### config.mk
export PLATFORM = sky130hd
export DESIGN_NAME = cfgx_xlate_top
export DESIGN_NICKNAME = d
export VERILOG_FILES = /design/src/rtl/cfgx_pkg.sv /design/src/rtl/cfgx_legal_chk.sv /design/src/rtl/cfgx_kind_sel.sv /design/src/rtl/cfgx_addr_gen.sv /design/src/rtl/cfgx_xlate_top.sv
export SDC_FILE = /design/constraint.sdc
export NUM_CORES = 1
export LEC_CHECK = 0
export BUFFER_PORTS_ARGS = -buffer_cell sky130_fd_sc_hd__buf_4
export CAP_MARGIN = 20
export CORE_MARGIN = 1.5
export CORE_UTILIZATION = 42
export CTS_BUF_LIST = sky130_fd_sc_hd__clkbuf_4
export DETAILED_ROUTE_END_ITERATION = 12
export MAX_ROUTING_LAYER = met4
export PLACE_DENSITY = 0.79
export SYNTH_ARGS = -nofsm -noshare
export SYNTH_HDL_FRONTEND = slang
export SYNTH_SLANG_ARGS = --single-unit
export TNS_END_PERCENT = 100
### constraint.sdc
create_clock -name clk -period 3.7 [get_ports clk]
set_input_delay 0.74 -clock clk [delete_from_list [all_inputs] [get_ports clk]]
set_output_delay 0.74 -clock clk [all_outputs]
set_load 0.03 [all_outputs]
### src/rtl/cfgx_pkg.sv
// Shared widths and transaction type codes for the configuration translator.
// Assumes a 32-bit bus address and a 16-bit bus/device/function identifier.
package cfgx_pkg;
    localparam int BUS_W = 8;
    localparam int DEV_W = 5;
    localparam int FN_W  = 3;
    localparam int ID_W  = BUS_W + DEV_W + FN_W;
    localparam int AW    = 32;

    typedef enum logic [3:0] {
        XK_NONE = 4'd0,
        XK_CFG0 = 4'd4,
        XK_CFG1 = 4'd5
    } xkind_e;
endpackage

### src/rtl/cfgx_legal_chk.sv
// Decides whether a target can exist in the supported topology and whether
// it sits on the root bus. Assumes bus 0 and bus 1 have limited device counts.
module cfgx_legal_chk #(
    parameter int BUS_W        = 8,
    parameter int DEV_W        = 5,
    parameter int ROOT_DEV_MAX = 1,
    parameter int NEXT_DEV_MAX = 0
) (
    input  logic [BUS_W-1:0] bus,
    input  logic [DEV_W-1:0] dev,
    output logic             legal,
    output logic             on_root
);
    localparam logic [DEV_W-1:0] ROOT_LIM = DEV_W'(ROOT_DEV_MAX);
    localparam logic [DEV_W-1:0] NEXT_LIM = DEV_W'(NEXT_DEV_MAX);

    // Topology limit: device range is capped on bus 0 and bus 1.
    always_comb begin
        on_root = (bus == '0);
        legal   = 1'b1;
        if (on_root && dev > ROOT_LIM)
            legal = 1'b0;
        if (bus == BUS_W'(1) && dev > NEXT_LIM)
            legal = 1'b0;
    end
endmodule

### src/rtl/cfgx_kind_sel.sv
// Selects the configuration transaction type code for a request.
// Assumes type-0 is used for the root bus and the bus right below it.
module cfgx_kind_sel #(
    parameter int BUS_W = 8
) (
    input  logic              [BUS_W-1:0] bus,
    input  logic                          legal,
    output cfgx_pkg::xkind_e              kind
);
    // Type choice: illegal gives none, low buses type-0, the rest type-1.
    always_comb begin
        if (!legal)
            kind = cfgx_pkg::XK_NONE;
        else if (bus < BUS_W'(2))
            kind = cfgx_pkg::XK_CFG0;
        else
            kind = cfgx_pkg::XK_CFG1;
    end
endmodule

### src/rtl/cfgx_addr_gen.sv
// Builds the translation target word and the final bus address.
// Assumes the remote slot is the top 2**SLOT_LOG2 bytes of a 2**WIN_LOG2 window.
module cfgx_addr_gen #(
    parameter int              ID_W       = 16,
    parameter int              OFF_W      = 12,
    parameter int              AW         = 32,
    parameter logic [AW-1:0]   LOCAL_BASE = 32'h01FF_C000,
    parameter logic [AW-1:0]   WIN_BASE   = 32'h0100_0000,
    parameter int              WIN_LOG2   = 24,
    parameter int              SLOT_LOG2  = 20
) (
    input  logic [ID_W-1:0]  id,
    input  logic [OFF_W-1:0] off,
    input  logic             legal,
    input  logic             on_root,
    output logic [AW-1:0]    target,
    output logic [AW-1:0]    addr
);
    localparam logic [AW-1:0] REMOTE_BASE =
        WIN_BASE + AW'(64'(1) << WIN_LOG2) - AW'(64'(1) << SLOT_LOG2);

    logic [AW-1:0] off_word;

    // Word alignment: drop the two byte-select bits of the offset.
    always_comb off_word = {{(AW-OFF_W){1'b0}}, off[OFF_W-1:2], 2'b00};

    // Routing: local base untranslated, remote slot with packed identifier.
    always_comb begin
        target = '0;
        addr   = '0;
        if (legal && on_root) begin
            addr = LOCAL_BASE + off_word;
        end else if (legal) begin
            target = {id, {(AW-ID_W){1'b0}}};
            addr   = REMOTE_BASE + off_word;
        end
    end
endmodule

### src/rtl/cfgx_xlate_top.sv
// Configuration access translator: checks the target, picks the type code,
// builds target word and bus address, and registers all of it one cycle
// after the request strobe. Assumes one request per strobe cycle.
module cfgx_xlate_top #(
    parameter int            OFF_W        = 12,
    parameter int            ROOT_DEV_MAX = 1,
    parameter int            NEXT_DEV_MAX = 0,
    parameter logic [31:0]   LOCAL_BASE   = 32'h01FF_C000,
    parameter logic [31:0]   WIN_BASE     = 32'h0100_0000,
    parameter int            WIN_LOG2     = 24,
    parameter int            SLOT_LOG2    = 20
) (
    input  logic        clk,
    input  logic        rst_n,
    input  logic        req_valid,
    input  logic        req_write,
    input  logic [15:0] req_id,
    input  logic [11:0] req_off,
    output logic        out_valid,
    output logic        out_ok,
    output logic        out_local,
    output logic        out_fill,
    output logic        out_drop,
    output logic [3:0]  out_type,
    output logic [31:0] out_target,
    output logic [31:0] out_addr
);
    import cfgx_pkg::*;

    localparam logic [AW-1:0] REMOTE_BASE =
        WIN_BASE + AW'(64'(1) << WIN_LOG2) - AW'(64'(1) << SLOT_LOG2);

    logic [BUS_W-1:0] bus;
    logic [DEV_W-1:0] dev;
    logic             legal;
    logic             on_root;
    xkind_e           kind;
    logic [AW-1:0]    target_c;
    logic [AW-1:0]    addr_c;

    // Field split of the identifier.
    always_comb begin
        bus = req_id[ID_W-1 -: BUS_W];
        dev = req_id[FN_W +: DEV_W];
    end

    cfgx_legal_chk #(
        .BUS_W(BUS_W), .DEV_W(DEV_W),
        .ROOT_DEV_MAX(ROOT_DEV_MAX), .NEXT_DEV_MAX(NEXT_DEV_MAX)
    ) u_legal (
        .bus(bus), .dev(dev), .legal(legal), .on_root(on_root)
    );

    cfgx_kind_sel #(.BUS_W(BUS_W)) u_kind (
        .bus(bus), .legal(legal), .kind(kind)
    );

    cfgx_addr_gen #(
        .ID_W(ID_W), .OFF_W(OFF_W), .AW(AW),
        .LOCAL_BASE(LOCAL_BASE), .WIN_BASE(WIN_BASE),
        .WIN_LOG2(WIN_LOG2), .SLOT_LOG2(SLOT_LOG2)
    ) u_addr (
        .id(req_id), .off(req_off), .legal(legal), .on_root(on_root),
        .target(target_c), .addr(addr_c)
    );

    // Result register: strobe every cycle, payload only on a request.
    always_ff @(posedge clk) begin
        if (!rst_n) begin
            out_valid  <= 1'b0;
            out_ok     <= 1'b0;
            out_local  <= 1'b0;
            out_fill   <= 1'b0;
            out_drop   <= 1'b0;
            out_type   <= 4'd0;
            out_target <= '0;
            out_addr   <= '0;
        end else begin
            out_valid <= req_valid;
            if (req_valid) begin
                out_ok     <= legal;
                out_local  <= legal && on_root;
                out_fill   <= !legal && !req_write;
                out_drop   <= !legal && req_write;
                out_type   <= kind;
                out_target <= target_c;
                out_addr   <= addr_c;
            end
        end
    end

    p_strobe_r10: assert property (@(posedge clk) disable iff (!rst_n)
        req_valid |=> out_valid);
    p_idle_r10: assert property (@(posedge clk) disable iff (!rst_n)
        !req_valid |=> (!out_valid && $stable(out_addr) && $stable(out_type)));
    p_flags_excl_r2: assert property (@(posedge clk) disable iff (!rst_n)
        out_valid |-> $onehot0({out_ok, out_fill, out_drop}));
    p_write_drop_r3: assert property (@(posedge clk) disable iff (!rst_n)
        (req_valid && req_write) |=> !out_fill);
    p_local_type_r4: assert property (@(posedge clk) disable iff (!rst_n)
        (out_valid && out_local) |-> (out_type == 4'd4 && out_target == '0));
    p_far_bus_r5: assert property (@(posedge clk) disable iff (!rst_n)
        (out_valid && out_type == 4'd5) |-> (out_target[31:24] >= 8'd2));
    p_slot_r8: assert property (@(posedge clk) disable iff (!rst_n)
        (out_valid && out_ok && !out_local) |->
            (out_addr >= REMOTE_BASE && out_addr < REMOTE_BASE + AW'(64'(1) << OFF_W)));
    p_align_r9: assert property (@(posedge clk) disable iff (!rst_n)
        out_valid |-> (out_addr[1:0] == 2'b00));
endmodule

==> impl_metrics.yaml <==
pwr:
  p_leak_nw: 0.966
  finalPower_mw: 0.845
  max-vdd-ir-drop_mv: 0.220
  power_density_nw_per_um2: 419
placed_design:
  portBuffers: 73
  globalplace.congestion: 0.681
  postPlaceCellArea_um2: 1940
  dp_hpwl_um: 2310
  place_ws_ns: 1.49
global_route:
  grt_overflow: 0
  grt_pass1_vias: 1073
  grt_use_total_pct: 15.5
  antenna_found_initial: 0
  grt_pass1_wl_um: 4850
  grt_max_degree: 33
logic_synthesis:
  synth.top_cells.by_area: "dfxtp_1 (42%), buf_4 (19%), a32o_1 (9.0%)"
  yosys_warnings: 0
  synth_seq_cells: 33
  ys.flop_type: "dfxtp_1"
  syn-mean-instance-area_um2: 9.97
  async_flop_share_pct: 0
  syn_inst: 157
  synth_largest_area_cell: "dfxtp_1"
  synth-seq-area-share_pct: 42.2
  synth_area_um2: 1570
  synth_edf_count: 0
  synth_top_area_share_pct: 42.2
  yosys.cell_types.count: 27
final_layout:
  nNetsFinal: 249
  layout_common_cells: "buf_4 (73), dfxtp_1 (33), conb_1 (29)"
  num_antenna_cells: 0
  area_delta_synth_final_pct: 28.9
  fin_area_um2: 2020
  drive_gt1_share_pct: 41.3
  mostFrequentLayoutCell: "buf_4"
  nFillCells: 326
setup_path:
  cp_data_required_time_ns: 3.91
  cpMaxStageDelayCell: "nor4_4"
  crit_path_start_kind: "input port"
  endpoint_kind: "register"
  slowest_delay_ns: 0.60
  crit_arrival_ns: 2.07
  cp.buffers_inverters: 1
  crit_type: "in -> reg"
  path_cells: "buf_4, nor4_4, o211ai_4, a32o_1"
  critical-path-top-delay-family: "compound AO/OA/AOI/OAI gates"
  regToRegSetupSlack_ns: 2.96
  ff2ff_path_depth: 2
  rr_endpoint: "out_addr[19]$_SDFFE_PN0P_"
  worst_r2r_startpoint: "out_addr[19]$_SDFFE_PN0P_"
  worstPathMaxFanout: 13
sta:
  hold_viol_final: 0
  report.final.slew_viol_count: 0
  post-route-period-util_pct: 50.1
  hold_ws_ns: 0.473
  setup-violations-final: 0
  clock-skew-final_ns: 0
  rsz0062_at_grt: "no"
  fmax_ghz: 0.539
  final.setup.tns_ns: 0
  setup_slack_ns: 1.84
  slew_headroom_pct: 39.8
  period_minus_slack_ns: 1.86
  tightest_slew_ns: 0.899
run_status:
  run_status: "finished, final reports clean"
floorplan:
  fp.dieH_um: 64.0
  die-area_um2: 4100
  core_area_um2: 3440
  std_cell_rows: 21
  io_pins: 105
  die_w_um: 64.0
  initial_core_util_pct: 45.5
cts:
  postCtsSetupBuffers: 0
  cts_num_sinks: 33
  cts_tree: "done"
  cts-htree-levels: 2
  clk_latency_ns: 0.32
  ctsHoldBuffers: 0
  clk_path_buf_depth: 2
  cts_resized: 0
  clkTransAtPathRegs_ns: 0.09
  numCtsBuffers: 5
  cts_root_buffer: "clkbuf_4"
routing:
  drtIter0Drc: 57
  post_drt_wl_per_cell_um: 11.7
  antenna_left: 0
  remaining_drc_errors: 0
  vias_per_cell: 4.63
  routed-via-count: 1223
  wl_um: 3080
  drtPass1Iterations: 4
flow_run:
  drv_cap: 0
worst_hold_path:
  hp-start: "out_target[24]$_SDFFE_PN0P_"
  min_delay_path_depth: 1
  holdCritPathClass: "reg -> reg"
  hold_path_end: "out_target[24]$_SDFFE_PN0P_"
power by group:
part | leakage [nW] | internal, mW | switching, mW
registers | 0.272 | 0.375 | 0.0107
clock network | 0.0433 | 0.148 | 0.112
logic | 0.651 | 0.0694 | 0.129
through the flow:
step | utilization, % | instances
floorplan | - | 185
global placement | 56.3 | 256
detailed placement | 56.3 | 256
CTS | 58.6 | 264
global route | 58.6 | 264
finish | 58.6 | 264
cell type report:
type	count	area (µm²)	share of cell area, %
Inverter	1	3.75	0.186
Multi-Input combinational cell	103	668	33.1
Clock inverter	2	33.8	1.67
Clock buffer	6	45.0	2.23
Sequential cell	33	661	32.8
Timing Repair Buffer	73	548	27.2
Tap cell	46	57.6	2.85
cell usage after synthesis (2+ instances only):
| cell | instances |
|---|---|
| buf_4 | 40 |
| dfxtp_1 | 33 |
| a32o_1 | 14 |
| a21oi_1 | 9 |
| nor2_1 | 9 |
| nand2b_1 | 8 |
| mux2i_1 | 7 |
| clkbuf_1 | 6 |
| nand2_1 | 6 |
| a21o_2 | 5 |
| and2_1 | 2 |
| o211ai_1 | 2 |
| o21ai_0 | 2 |
per-layer routing:
metal | global-route usage, % | share of wire, %
met5 | - | 0
met4 | 7.34 | 1.7
met3 | 2.99 | 6.4
met2 | 26.8 | 52
met1 | 17.1 | 40
worst max path at each step:
stage,cells past startpoint,startpoint,slack [ns],endpoint
6_report,4,req_id[12],1.84,out_addr[11]$_SDFFE_PN0P_
5_1_grt,4,rst_n,1.78,out_target[17]$_SDFFE_PN0P_
4_1_cts,4,req_id[9],1.84,out_addr[11]$_SDFFE_PN0P_
3_5_place_dp,4,req_id[9],1.49,out_addr[6]$_SDFFE_PN0P_
3_3_place_gp,4,req_id[9],1.50,out_addr[11]$_SDFFE_PN0P_
2_1_floorplan,4,req_id[12],1.80,out_addr[10]$_SDFFE_PN0P_
cells by family after synthesis:
group / count (synthesis) / synth area share (%)
AOI/OAI and AO/OA: 36 / 19.7
buffers and inverters: 49 / 21.8
DFF: 33 / 42.2
muxes: 7 / 4.48
other: 1 / 0.240
and+or+nand+nor: 31 / 11.5
registers in the layout, indices dropped and copies added (netlist names):
register    cells
out_drop        1
out_valid       1
out_addr       12
out_type        2
out_fill        1
out_target     16
Power figures use the tool's default switching activity.
